[config.mk]
export PLATFORM = sky130hd
export DESIGN_NAME = mii_rx_deframer
export DESIGN_NICKNAME = d
export VERILOG_FILES = /design/src/rtl/mii_rx_pkg.sv /design/src/rtl/mii_rx_sfd_hunt.sv /design/src/rtl/mii_rx_nibble_pack.sv /design/src/rtl/mii_rx_byte_stage.sv /design/src/rtl/mii_rx_deframer.sv
export SDC_FILE = /design/constraint.sdc
export NUM_CORES = 1
export LEC_CHECK = 0
export ABC_AREA = 1
export CORE_MARGIN = 4
export CORE_UTILIZATION = 47
export DETAILED_ROUTE_END_ITERATION = 10
export DONT_BUFFER_PORTS = 1
export PLACE_DENSITY = 0.59
export SLEW_MARGIN = 10
export SYNTH_ARGS = -nofsm -noshare
export SYNTH_HDL_FRONTEND = slang
export SYNTH_SLANG_ARGS = --single-unit
[constraint.sdc]
create_clock -name clk -period 1.69 [get_ports clk]
set_clock_uncertainty 0.15 [all_clocks]
set_input_delay 0.169 -clock clk [delete_from_list [all_inputs] [get_ports clk]]
set_output_delay 0.169 -clock clk [all_outputs]
set_load 0.005 [all_outputs]
[src/rtl/mii_rx_pkg.sv]
`timescale 1ns/1ps
package mii_rx_pkg;
  localparam int NIB_W  = 4;
  localparam int BYTE_W = 2 * NIB_W;

  typedef enum logic [1:0] {
    HS_IDLE = 2'd0,
    HS_PRE  = 2'd1,
    HS_DATA = 2'd2,
    HS_DROP = 2'd3
  } hunt_st_e;

  // first nibble received is the low half of the byte
  function automatic logic [BYTE_W-1:0] join_nibbles(input logic [NIB_W-1:0] first_nib,
                                                     input logic [NIB_W-1:0] second_nib);
    return {second_nib, first_nib};
  endfunction
endpackage

[src/rtl/mii_rx_sfd_hunt.sv]
`timescale 1ns/1ps
module mii_rx_sfd_hunt
  import mii_rx_pkg::*;
#(
  parameter logic [NIB_W-1:0] PRE_NIB = 4'h5,
  parameter logic [NIB_W-1:0] SFD_NIB = 4'hD
) (
  input  logic             clk,
  input  logic             rst_n,
  input  logic             speed_100,
  input  logic             rx_dv,
  input  logic [NIB_W-1:0] rx_d,
  output logic             frame_begin,
  output logic             nib_take,
  output logic             frame_close
);
  hunt_st_e st, nxt;

  always_comb begin
    nxt         = st;
    frame_begin = 1'b0;
    case (st)
      HS_IDLE: if (rx_dv) nxt = (rx_d == PRE_NIB) ? HS_PRE : HS_DROP;
      HS_PRE: begin
        if (!rx_dv) nxt = HS_IDLE;
        else if (rx_d == SFD_NIB) begin
          nxt         = HS_DATA;
          frame_begin = 1'b1;
        end
        else if (rx_d == PRE_NIB && speed_100) nxt = HS_PRE;
        else nxt = HS_DROP;
      end
      HS_DATA: if (!rx_dv) nxt = HS_IDLE;
      HS_DROP: if (!rx_dv) nxt = HS_IDLE;
      default: nxt = HS_IDLE;
    endcase
  end

  always_ff @(posedge clk or negedge rst_n) begin
    if (!rst_n) st <= HS_IDLE;
    else        st <= nxt;
  end

  assign nib_take    = (st == HS_DATA) && rx_dv;
  assign frame_close = (st == HS_DATA) && !rx_dv;


  drop_exit_chk: assert property (@(posedge clk) disable iff (!rst_n)
    (st == HS_DROP) |=> (st == HS_DROP || st == HS_IDLE));


  idle_hold_chk: assert property (@(posedge clk) disable iff (!rst_n)
    (st == HS_IDLE && !rx_dv) |=> (st == HS_IDLE));


  ten_mode_repeat_chk: assert property (@(posedge clk) disable iff (!rst_n)
    (st == HS_PRE && !speed_100 && rx_dv && rx_d == PRE_NIB) |=> (st == HS_DROP));
endmodule

[src/rtl/mii_rx_nibble_pack.sv]
`timescale 1ns/1ps
module mii_rx_nibble_pack
  import mii_rx_pkg::*;
(
  input  logic              clk,
  input  logic              rst_n,
  input  logic              frame_begin,
  input  logic              nib_take,
  input  logic [NIB_W-1:0]  nib,
  output logic              byte_done,
  output logic [BYTE_W-1:0] byte_val,
  output logic              odd_pending
);
  logic             phase;
  logic [NIB_W-1:0] lo_q;

  always_ff @(posedge clk or negedge rst_n) begin
    if (!rst_n) begin
      phase <= 1'b0;
      lo_q  <= '0;
    end else if (frame_begin) begin
      phase <= 1'b0;
    end else if (nib_take) begin
      phase <= ~phase;
      if (!phase) lo_q <= nib;
    end
  end

  assign byte_done   = nib_take && phase;
  assign byte_val    = join_nibbles(lo_q, nib);
  assign odd_pending = phase;


  pair_alt_chk: assert property (@(posedge clk) disable iff (!rst_n)
    byte_done |=> !byte_done);
endmodule

[src/rtl/mii_rx_byte_stage.sv]
`timescale 1ns/1ps
module mii_rx_byte_stage
  import mii_rx_pkg::*;
(
  input  logic              clk,
  input  logic              rst_n,
  input  logic              frame_begin,
  input  logic              frame_close,
  input  logic              byte_done,
  input  logic [BYTE_W-1:0] byte_val,
  input  logic              odd_pending,
  input  logic              nib_err,
  output logic              out_valid,
  output logic [BYTE_W-1:0] out_data,
  output logic              out_sof,
  output logic              out_eof,
  output logic              out_bad,
  output logic              out_dribble
);
  logic              pend_v, pend_first, got_any, err_acc;
  logic [BYTE_W-1:0] pend_b;

  always_ff @(posedge clk or negedge rst_n) begin
    if (!rst_n) begin
      pend_v <= 1'b0; pend_first <= 1'b0; got_any <= 1'b0; err_acc <= 1'b0;
      pend_b <= '0;
      out_valid <= 1'b0; out_data <= '0; out_sof <= 1'b0;
      out_eof <= 1'b0; out_bad <= 1'b0; out_dribble <= 1'b0;
    end else begin
      out_valid <= 1'b0; out_sof <= 1'b0; out_eof <= 1'b0;
      out_bad <= 1'b0; out_dribble <= 1'b0;
      if (frame_begin) begin
        pend_v  <= 1'b0;
        got_any <= 1'b0;
        err_acc <= 1'b0;
      end else begin
        if (nib_err) err_acc <= 1'b1;
        if (byte_done) begin
          if (pend_v) begin
            out_valid <= 1'b1;
            out_data  <= pend_b;
            out_sof   <= pend_first;
          end
          pend_b     <= byte_val;
          pend_v     <= 1'b1;
          pend_first <= !got_any;
          got_any    <= 1'b1;
        end
        if (frame_close) begin
          pend_v <= 1'b0;
          if (pend_v) begin
            out_valid   <= 1'b1;
            out_data    <= pend_b;
            out_sof     <= pend_first;
            out_eof     <= 1'b1;
            out_bad     <= err_acc | odd_pending;
            out_dribble <= odd_pending;
          end
        end
      end
    end
  end


  eof_pulse_chk: assert property (@(posedge clk) disable iff (!rst_n)
    out_eof |=> !out_eof);


  flag_scope_chk: assert property (@(posedge clk) disable iff (!rst_n)
    (out_bad || out_dribble) |-> (out_eof && out_valid));


  dribble_bad_chk: assert property (@(posedge clk) disable iff (!rst_n)
    out_dribble |-> out_bad);


  mid_byte_src_chk: assert property (@(posedge clk) disable iff (!rst_n)
    (out_valid && !out_eof) |-> $past(byte_done));
endmodule

[src/rtl/mii_rx_deframer.sv]
`timescale 1ns/1ps
module mii_rx_deframer
  import mii_rx_pkg::*;
#(
  parameter logic [NIB_W-1:0] PRE_NIB = 4'h5,
  parameter logic [NIB_W-1:0] SFD_NIB = 4'hD
) (
  input  logic              clk,
  input  logic              rst_n,
  input  logic              speed_100,
  input  logic              rx_dv,
  input  logic [NIB_W-1:0]  rx_d,
  input  logic              rx_er,
  output logic              out_valid,
  output logic [BYTE_W-1:0] out_data,
  output logic              out_sof,
  output logic              out_eof,
  output logic              out_bad,
  output logic              out_dribble
);
  logic              frame_begin, nib_take, frame_close;
  logic              byte_done, odd_pending, nib_err;
  logic [BYTE_W-1:0] byte_val;

  assign nib_err = nib_take && rx_er;

  mii_rx_sfd_hunt #(.PRE_NIB(PRE_NIB), .SFD_NIB(SFD_NIB)) u_hunt (
    .clk(clk), .rst_n(rst_n), .speed_100(speed_100), .rx_dv(rx_dv), .rx_d(rx_d),
    .frame_begin(frame_begin), .nib_take(nib_take), .frame_close(frame_close)
  );

  mii_rx_nibble_pack u_pack (
    .clk(clk), .rst_n(rst_n), .frame_begin(frame_begin), .nib_take(nib_take),
    .nib(rx_d), .byte_done(byte_done), .byte_val(byte_val), .odd_pending(odd_pending)
  );

  mii_rx_byte_stage u_stage (
    .clk(clk), .rst_n(rst_n), .frame_begin(frame_begin), .frame_close(frame_close),
    .byte_done(byte_done), .byte_val(byte_val), .odd_pending(odd_pending),
    .nib_err(nib_err), .out_valid(out_valid), .out_data(out_data), .out_sof(out_sof),
    .out_eof(out_eof), .out_bad(out_bad), .out_dribble(out_dribble)
  );


  reset_quiet_chk: assert property (@(posedge clk) disable iff (!rst_n)
    $rose(rst_n) |-> !out_valid);
endmodule

==> results of run 1 <==
cells in the mapped netlist, drive strengths merged:
master,count
nor2,7
o21ai,19
o211ai,1
nor3,2
a21oi,1
nand3b,1
dfrtp,32
o21a,1
inv,22
nand2,48
nand3,6
buf,3
logic make-up after synthesis:
kind of cell	count (synthesis)	share of synthesized area (%)
compound gates	22	12.99
buf+inv	25	8.051
flops	32	58.55
simple gates	64	20.40
area by class of cell:
type                            instances  area (um^2)  share of cell area, %
Clock inverter                          1        5.005                 0.3265
Timing Repair Buffer                   10        107.6                  7.020
Clock buffer                            6        41.29                  2.694
Tap cell                               31        38.79                  2.531
Inverter                               22        82.58                  5.388
Sequential cell                        32        800.8                  52.24
Multi-Input combinational cell         86        456.7                  29.80
timing repair:
| item | 4_1_cts | 5_1_grt |
|---|---|---|
| setup buffers | 0 | 0 |
| hold buffers | 9 | 0 |
| endpoints found under the hold margin | 46 | 0 |
final timing paths:
| check | slack, ns | end |
|---|---|---|
| worst max-delay path | 0.21 | u_stage.out_sof$_DFF_PN0_ |
| worst min-delay path | -0.005 | u_hunt.st[0]$_DFFE_PN0P_ |
| worst max register to register | 0.26 | u_stage.pend_first$_DFFE_PN0P_ |
| worst min register to register | 0.32 | u_stage.pend_b[1]$_DFFE_PN0P_ |
| max in group asynchronous | 1.08 | u_stage.err_acc$_DFFE_PN0P_ |
| min in group asynchronous | 0.13 | u_stage.pend_b[2]$_DFFE_PN0P_ |
through the flow:
stage               cell area, um^2  util, %  power (W)
global placement               1386    50.27   0.001796
CTS                            1533    55.58   0.002252
finish                         1533    55.58   0.002223
detailed placement             1386    50.27   0.001818
global route                   1533    55.58   0.002404
floorplan                      1368        -   0.001699
layer usage:
layer	up-vias	share of wire, %	global-route usage, %	routed length [um]
li1	468	-	-	-
met1	407	47	19.58	1127
met2	18	44	20.56	1058
met3	8	5.0	4.959	120
met4	0	3.1	10.00	74
met5	-	0	0	0
power groups by stage:
stage                     combinational [W]  clock, W  sequential [W]
after global placement             0.000575         0         0.00122
after floorplan                    0.000528         0         0.00117
after CTS                          0.000625  0.000412         0.00121
after detailed placement           0.000588         0         0.00123
after global routing               0.000704  0.000455         0.00124
final                              0.000613  0.000397         0.00121
worst register-to-register path: stages, from the launching register on:
cell	delay (ns)
dfrtp_1	0.45
inv_1	0.08
nand2_1	0.07
nor2_4	0.22
nand2_4	0.19
nand2_1	0.11
o21ai_2	0.06
==> metrics.md, run 1 <==
| Metric | Value |
|---|---|
| Clock power share | `17.9%` |
| Placer congestion estimate | `0.7431` |
| Hold Crit Depth | `3` |
| # port buffers | `0` |
| Critical path type | `primary input to flip-flop` |
| Post-placement cell count | `roughly 170` |
| Die footprint | `3837 um^2` |
| Most area-hungry cell type in the Yosys netlist | `dfrtp_1` |
| Most frequent cells in the layout | `nand2_1, dfrtp_1, inv_1` |
| WL final | `around 2400 um` |
| Largest net degree at the start of global routing | `33` |
| Final Hold Viols | `1` |
| Slew headroom | `62.70%` |
| Clk Latency, worst-skew pair | `0.33 ns` |
| CP Data Required Time | `1.77 ns` |
| Initial DRT Pass Iterations | `4` |
| Clock transition at path regs | `0.09 ns` |
| Psw | `0.0008079 W` |
| Post-cts gate resize count | `0` |
| Global route total overflow | `0` |
| Placement Setup Slack | `0.2546 ns` |
| Period utilization | `between 80 and 90%` |
| Diode count | `0` |
| Yosys top cell area share | `about three fifths` |
| CP max stage cell | `dlygate4sd3_1` |
| Antenna violations before repair | `0` |
| Fillers | `256` |
| Post-Synthesis Cells | `143` |
| Sink Count | `32` |
| Setup crit start kind | `primary input` |
| Nets | `166` |
| All-layer global routing usage | `14.88%` |
| Layout cells sized above 1 | `17.20%` |
| Gate power share | `27.6%` |
| I/O pin total | `22` |
| Cell count along the critical path | `6` |
| Root Driver | `clkbuf_4` |
| Synthesized area | `between 1000 and 1500 um^2` |
| Max Fanout on Critical Path | `17` |
| Outcome | `complete, but fails checks` |
| First-pass GRT wire length | `3960 um` |
| Mapped Nets | `152` |
| Starting Density | `49.59%` |
| Top cells by area, synth | `dfrtp_1, nand2_1, o21ai_2` |
| Seq/Total Area, Yosys | `58.55%` |
| Min-Delay Path Class | `primary input to flip-flop` |
| Core area | `2758 um^2` |
| Syn_area_per_cell | `9.563 um^2` |
| Failing checks | `negative hold slack` |
| LEAKAGE | `0.8030 nW` |
| Via/cell ratio | `4.793` |
| Critical path launch point | `rx_dv` |
| Fmax | `0.6779 GHz` |
| Cell Int Power | `0.001415 W` |
| Sequential power share | `54.5%` |
| Reg-to-reg startpoint | `u_hunt.st[0]$_DFFE_PN0P_` |
| Via count | `901` |
| Crit path time final | `1.475 ns` |
| Worst Setup End Kind | `flip-flop` |
| Max-cap violations | `0` |
| Vias in the first global route | `834` |
| Most common cell after layout, fill and taps aside | `nand2_1` |
| Layout area overhead | `12.08%` |
| VDD IR max | `0.9117 mV` |
| Switch share | `36.35%` |
| Routed Antenna Nets | `0` |
| Power Dens Cells | `1450 nW/um^2` |
| Worst hold slack | `-0.004800 ns` |
| Critical Path Most Common Cell | `inv_1` |
| Worst r2r path cells | `6` |
| Setup TNS | `0 ns` |
| Worst Path Buf+Inv | `4` |
| CTS max path bufs | `2` |
| Critical Path Max Stage Delay | `around 0.56 ns` |
| H-tree Lvls | `2` |
| Chip width | `61.94 um` |
| Detailed Place HPWL | `1614 um` |
| CP delay by family, top | `buffers and inverters` |
| Remaining DRCs | `0` |
| CTS tree | `yes` |
| Ys Warns | `0` |
| Rows | `19` |
| Worst hold start | `rx_d[0]` |
| Total CTS buffers | `5` |
| Worst path arrival time | `1.55 ns` |
| Die Span Y | `61.94 um` |
| Worst-Margin Slew | `0.5568 ns` |
| Slew Viols, Final | `0` |
| Post-route setup slack | `roughly 0.21 ns` |
| Routed len/inst | `between 10 and 15 um` |
| Worst-path cell chain | `dlygate4sd3_1, inv_2, o211ai_4, inv_1, nand2_1, inv_1` |
| Number of synthesized register bits | `32` |
| Layout Cells excl Fill | `188` |
| Setup violations, final | `0` |
| Synth unique cells | `18` |
| Iter 0 DRT Violations | `52` |
| RSZ-0062 raised after global routing | `no` |
Note: power is estimated with default switching activity, not from simulation.
==> run 2: changes to the inputs <==
CELL_PAD_IN_SITES_DETAIL_PLACEMENT = 1   (was unset)
CELL_PAD_IN_SITES_GLOBAL_PLACEMENT = 1   (was unset)
CORE_UTILIZATION = 46   (was 47)
PLACE_DENSITY = 0.73   (was 0.59)
==> metrics.md, run 2 (synthesized netlist as in run 1, its figures left out) <==
| Metric | Value |
|---|---|
| Outcome | `finished, final reports clean` |
| Critical path launch point | `rx_dv` |
| Vias in the first global route | `1,025 (+23%)` |
| Placer congestion estimate | `0.7380 (-0.69%)` |
| Largest net degree at the start of global routing | `33 (unchanged)` |
| Die Span Y | `62.53 um (+0.94%)` |
| Via/cell ratio | `4.963 (+3.6%)` |
| Routed len/inst | `13.13 um (+3.8%)` |
| LEAKAGE | `0.8123 nW (+1.2%)` |
| Routed Antenna Nets | `0 (unchanged)` |
| Worst-Margin Slew | `0.5607 ns (+0.003860 ns)` |
| CTS tree | `yes` |
| Initial DRT Pass Iterations | `4 (unchanged)` |
| Area after DPL | `1386 um^2 (unchanged)` |
| WL final | `2469 um (+3.8%)` |
| Iter 0 DRT Violations | `43 (-17%)` |
| # port buffers | `0 (unchanged)` |
| Min-Delay Path Class | `primary input to flip-flop` |
| CP Data Required Time | `1.77 ns (about the same)` |
| Clk Latency, worst-skew pair | `0.32 ns (about the same)` |
| RSZ-0062 raised after global routing | `no` |
| Chip width | `62.53 um (+0.94%)` |
| Core area | `2805 um^2 (+1.7%)` |
| Placement Setup Slack | `0.2710 ns (+0.01646 ns)` |
| Slew headroom | `62.44% (-0.26 points)` |
| Layout Cells excl Fill | `188 (unchanged)` |
| Max Fanout on Critical Path | `17 (unchanged)` |
| Setup TNS | `0 ns (unchanged)` |
| Rows | `19 (unchanged)` |
| VDD IR max | `0.6282 mV (-31%)` |
| Max-cap violations | `0 (unchanged)` |
| Crit path time final | `1.498 ns (+0.02248 ns)` |
| Period utilization | `88.62% (+1.3 points)` |
| Critical Path End | `u_stage.out_sof$_DFF_PN0_` |
| Layout cells sized above 1 | `17.83% (+0.64 points)` |
| Remaining DRCs | `0 (unchanged)` |
| Most frequent cells in the layout | `nand2_1, dfrtp_1, inv_1` |
| Detailed Place HPWL | `1777 um (+10%)` |
| Setup crit start kind | `primary input` |
| Diode count | `0 (unchanged)` |
| Post-route setup slack | `0.1923 ns (-0.02248 ns)` |
| Starting Density | `48.75% (-0.84 points)` |
| All-layer global routing usage | `15.25% (+0.38 points)` |
| Via count | `933 (+3.6%)` |
| Final Hold Viols | `0 (-1)` |
| Worst path arrival time | `1.58 ns (+0.03 ns)` |
| H-tree Lvls | `2 (unchanged)` |
| Reg-to-reg slack, setup | `0.27 ns (about the same)` |
| First-pass GRT wire length | `4595 um (+16%)` |
| Worst Setup End Kind | `flip-flop` |
| Worst hold slack | `0.02719 ns (+0.03199 ns)` |
| Nets | `166 (unchanged)` |
| Most common cell after layout, fill and taps aside | `nand2_1` |
| Root Driver | `clkbuf_4` |
| Post-placement cell count | `172 (unchanged)` |
| Layout area overhead | `13.45%` |
| CTS max path bufs | `2 (unchanged)` |
| Fmax | `0.6677 GHz (-1.5%)` |
| Global route total overflow | `0 (unchanged)` |
| Slew Viols, Final | `0 (unchanged)` |
| Critical path type | `primary input to flip-flop` |
| Clock transition at path regs | `0.09 ns (about the same)` |
| Post-route cell area | `1551 um^2 (+1.2%)` |
| Total CTS buffers | `5 (unchanged)` |
| Reg2reg end | `u_stage.pend_b[4]$_DFFE_PN0P_` |
| Sink Count | `32 (unchanged)` |
| Antenna violations before repair | `0 (unchanged)` |
| Setup violations, final | `0 (unchanged)` |
| Power Dens Cells | `1487 nW/um^2 (+2.5%)` |
| Die footprint | `3909 um^2 (+1.9%)` |
| Reg-to-reg startpoint | `u_hunt.st[0]$_DFFE_PN0P_` |
| I/O pin total | `22 (unchanged)` |
| Worst r2r path cells | `6 (unchanged)` |
| Worst hold start | `rx_d[3]` |
[run 2: timing repair]
item | CTS | global route
hold buffers | 9 | 0
resized for setup | 0 | 0
buffers inserted | 0 | 0
hold endpoints to repair | 45 | 0
[run 2: worst min path at each step]
stage / endpoint / slack (ns) / cells past startpoint
final: u_hunt.st[0]$_DFFE_PN0P_ / 0.03 / 3
after global routing: u_hunt.st[0]$_DFFE_PN0P_ / 0.03 / 3
after CTS: u_hunt.st[0]$_DFFE_PN0P_ / 0.03 / 3
after detailed placement: u_stage.out_sof$_DFF_PN0_ / -0.28 / 0
after global placement: u_stage.out_sof$_DFF_PN0_ / -0.28 / 0
after floorplan: asynchronous set/reset pin / -0.28 / 0
[run 2: routing by layer]
layer  global-route usage [%]  routed length, um  vias to the layer above
met1                    18.69               1170                      437
met5                        0                  0                        -
met2                    23.57               1116                       24
met4                    5.785                 44                        0
met3                    6.835                137                        5
li1                         -                  -                      467
[run 2: worst max-delay path, cell delays in order]
cell and delay, ns:
dlygate4sd3_1 0.56, inv_2 0.11, o211ai_4 0.49, inv_1 0.12, nand2_1 0.08, inv_1 0.04
[run 2: area by class of cell]
class / instances / area (um^2)
repair buffers: 10 / 107.6
flip-flops and latches: 32 / 800.8
clock buffers: 7 / 65.06
multi-input cells: 86 / 456.7
well taps: 31 / 38.79
fillers: 322 / 1254
inverters: 22 / 82.58
[run 2: through the flow]
stage	power, W	utilization (%)
2_1_floorplan	0.001699	-
5_1_grt	0.002525	55.31
6_report	0.002308	55.31
4_1_cts	0.002349	55.31
3_5_place_dp	0.001827	49.42
3_3_place_gp	0.001785	49.42
[run 2: where the power goes]
part / total [W] / switching [W] / internal, W
clock: 0.000474 / 0.000238 / 0.000236
sequential: 0.00121 / 0.000184 / 0.00102
combinational: 0.000626 / 0.000387 / 0.000239
==> run 3: changes to the inputs <==
PLACE_DENSITY = unset   (was 0.73)
PLACE_DENSITY_LB_ADDON = 0.1   (was unset)
==> metrics.md, run 3 (synthesized netlist as in run 1, its figures left out) <==
| Metric | Value |
|---|---|
| Worst-Margin Slew | `0.5713 ns (+0.01062 ns)` |
| WL final | `2537 um (+2.8%)` |
| Reg-to-reg slack, setup | `0.26 ns (about the same)` |
| I/O pin total | `22 (unchanged)` |
| Global route total overflow | `0 (unchanged)` |
| # port buffers | `0 (unchanged)` |
| Tot Pwr | `0.002286 W (-0.92%)` |
| Fillers | `335 (+4.0%)` |
| Period utilization | `88.72% (+0.096 points)` |
| Failing checks | `negative hold slack` |
| Outcome | `complete, but fails checks` |
| Critical path type | `primary input to flip-flop` |
| Iter 0 DRT Violations | `33 (-23%)` |
| Total CTS buffers | `5 (unchanged)` |
| Setup TNS | `0 ns (unchanged)` |
| Slew Viols, Final | `0 (unchanged)` |
| All-layer global routing usage | `14.29% (-0.97 points)` |
| Placer congestion estimate | `0.7193 (-2.5%)` |
| Remaining DRCs | `0 (unchanged)` |
| Diode count | `0 (unchanged)` |
| Chip width | `62.53 um (unchanged)` |
| Routed met2 length | `1194 um (+7.0%)` |
| Die footprint | `3909 um^2 (unchanged)` |
| Slew headroom | `61.73% (-0.71 points)` |
| CTS max path bufs | `2 (unchanged)` |
| VDD IR max | `0.6190 mV (-1.5%)` |
| Antenna violations before repair | `0 (unchanged)` |
| Reg-to-reg startpoint | `u_pack.odd_pending$_DFFE_PN0P_` |
| Reg2reg end | `u_stage.out_sof$_DFF_PN0_` |
| Clk Latency, worst-skew pair | `0.32 ns (about the same)` |
| Worst hold start | `rx_d[0]` |
| Die Span Y | `62.53 um (unchanged)` |
| Starting Density | `48.75% (unchanged)` |
| Crit path time final | `1.499 ns (+0.001616 ns)` |
| H-tree Lvls | `2 (unchanged)` |
| Core area | `2805 um^2 (unchanged)` |
| Most frequent cells in the layout | `nand2_1, dfrtp_1, inv_1` |
| Fmax | `0.6670 GHz (-0.11%)` |
| Nets | `166 (unchanged)` |
| Routed len/inst | `13.42 um (+2.2%)` |
| Rows | `19 (unchanged)` |
| Hold Crit Depth | `3 (unchanged)` |
| LEAKAGE | `0.8075 nW (-0.59%)` |
| Worst Setup End Kind | `flip-flop` |
| Worst path arrival time | `1.57 ns (about the same)` |
| Post-route cell area | `1545 um^2 (-0.40%)` |
| Clock transition at path regs | `0.09 ns (about the same)` |
| Final Hold Viols | `1 (+1)` |
| Worst hold slack | `-0.0006370 ns (-0.02782 ns)` |
| Most common cell after layout, fill and taps aside | `nand2_1` |
| Routed wl met3 | `121 um (-12%)` |
| Worst hold endpoint | `u_hunt.st[0]$_DFFE_PN0P_` |
| Largest net degree at the start of global routing | `33 (unchanged)` |
| Multi-input logic area | `456.7 um^2 (unchanged)` |
| CP Data Required Time | `1.76 ns (about the same)` |
| Layout area overhead | `12.99%` |
| Setup Buffers After CTS | `0 (unchanged)` |
| Layout cells sized above 1 | `17.09% (-0.75 points)` |
| CTS tree | `yes` |
| Max Fanout on Critical Path | `17 (unchanged)` |
| DRT met1 WL | `1176 um (+0.51%)` |
| Initial DRT Pass Iterations | `4 (unchanged)` |
| Detailed Place HPWL | `1827 um (+2.8%)` |
| Vias in the first global route | `997 (-2.7%)` |
| RSZ-0062 raised after global routing | `no` |
| Post-placement cell count | `172 (unchanged)` |
| Worst r2r path cells | `4 (-2)` |
| Top layer in use | `met4` |
| Setup crit start kind | `primary input` |
| Routed Antenna Nets | `0 (unchanged)` |
| Min-Delay Path Class | `primary input to flip-flop` |
| Max-cap violations | `0 (unchanged)` |
| First-pass GRT wire length | `4381 um (-4.7%)` |
| Power Dens Cells | `1480 nW/um^2 (-0.52%)` |
| Setup violations, final | `0 (unchanged)` |
| Area after DPL | `1386 um^2 (unchanged)` |
| FF+latch area | `800.8 um^2 (unchanged)` |
| Sink Count | `32 (unchanged)` |
| Root Driver | `clkbuf_4` |
| Layout Cells excl Fill | `189 (+0.53%)` |
| Via count | `936 (+0.32%)` |
| Via/cell ratio | `4.952 (-0.21%)` |
[run 3: final cells by class]
class | count | area share [%]
Clock buffer | 8 | 3.806
Tap cell | 31 | 2.510
Inverter | 22 | 5.344
Timing Repair Buffer | 10 | 6.964
Sequential cell | 32 | 51.82
Multi-Input combinational cell | 86 | 29.55
[run 3: stage by stage]
step                      setup WS (ns)  util [%]
final                            0.1907     55.08
after floorplan                  0.3803         -
after detailed placement         0.2560     49.42
after global placement           0.2981     49.42
after global routing            0.09329     55.08
after CTS                        0.1736     55.08
[run 3: what timing repair did]
action | CTS | global route
resized for setup | 0 | 0
setup endpoints to repair | 0 | 0
hold buffers | 9 | 0
hold endpoints to repair | 46 | 0
[run 3: report_power, final]
| group | internal (W) | switching (W) |
|---|---|---|
| clock network | 0.000205 | 0.000236 |
| registers | 0.00102 | 0.000192 |
| logic | 0.000239 | 0.000391 |
[run 3: worst max path at each step]
stage                                               from                       endpoint  slack, ns
final                                              rx_dv      u_stage.out_sof$_DFF_PN0_       0.19
after global routing                               rx_dv      u_stage.out_sof$_DFF_PN0_       0.09
after CTS                                          rx_dv      u_stage.out_sof$_DFF_PN0_       0.17
after detailed placement  u_pack.odd_pending$_DFFE_PN0P_      u_stage.out_sof$_DFF_PN0_       0.26
after global placement    u_pack.odd_pending$_DFFE_PN0P_      u_stage.out_sof$_DFF_PN0_       0.30
after floorplan                 u_hunt.st[0]$_DFFE_PN0P_  u_stage.pend_b[0]$_DFFE_PN0P_       0.38
[run 3: critical path, stage by stage]
cell and delay [ns]:
dlygate4sd3_1 0.56, inv_2 0.11, o211ai_4 0.49, inv_1 0.12, nand2_1 0.08, inv_1 0.04
[run 3: per-layer routing]
layer	vias up	GRT usage (%)
met4	0	5.785
met5	-	0
met2	23	25.17
li1	469	-
met3	6	4.496
met1	438	15.88
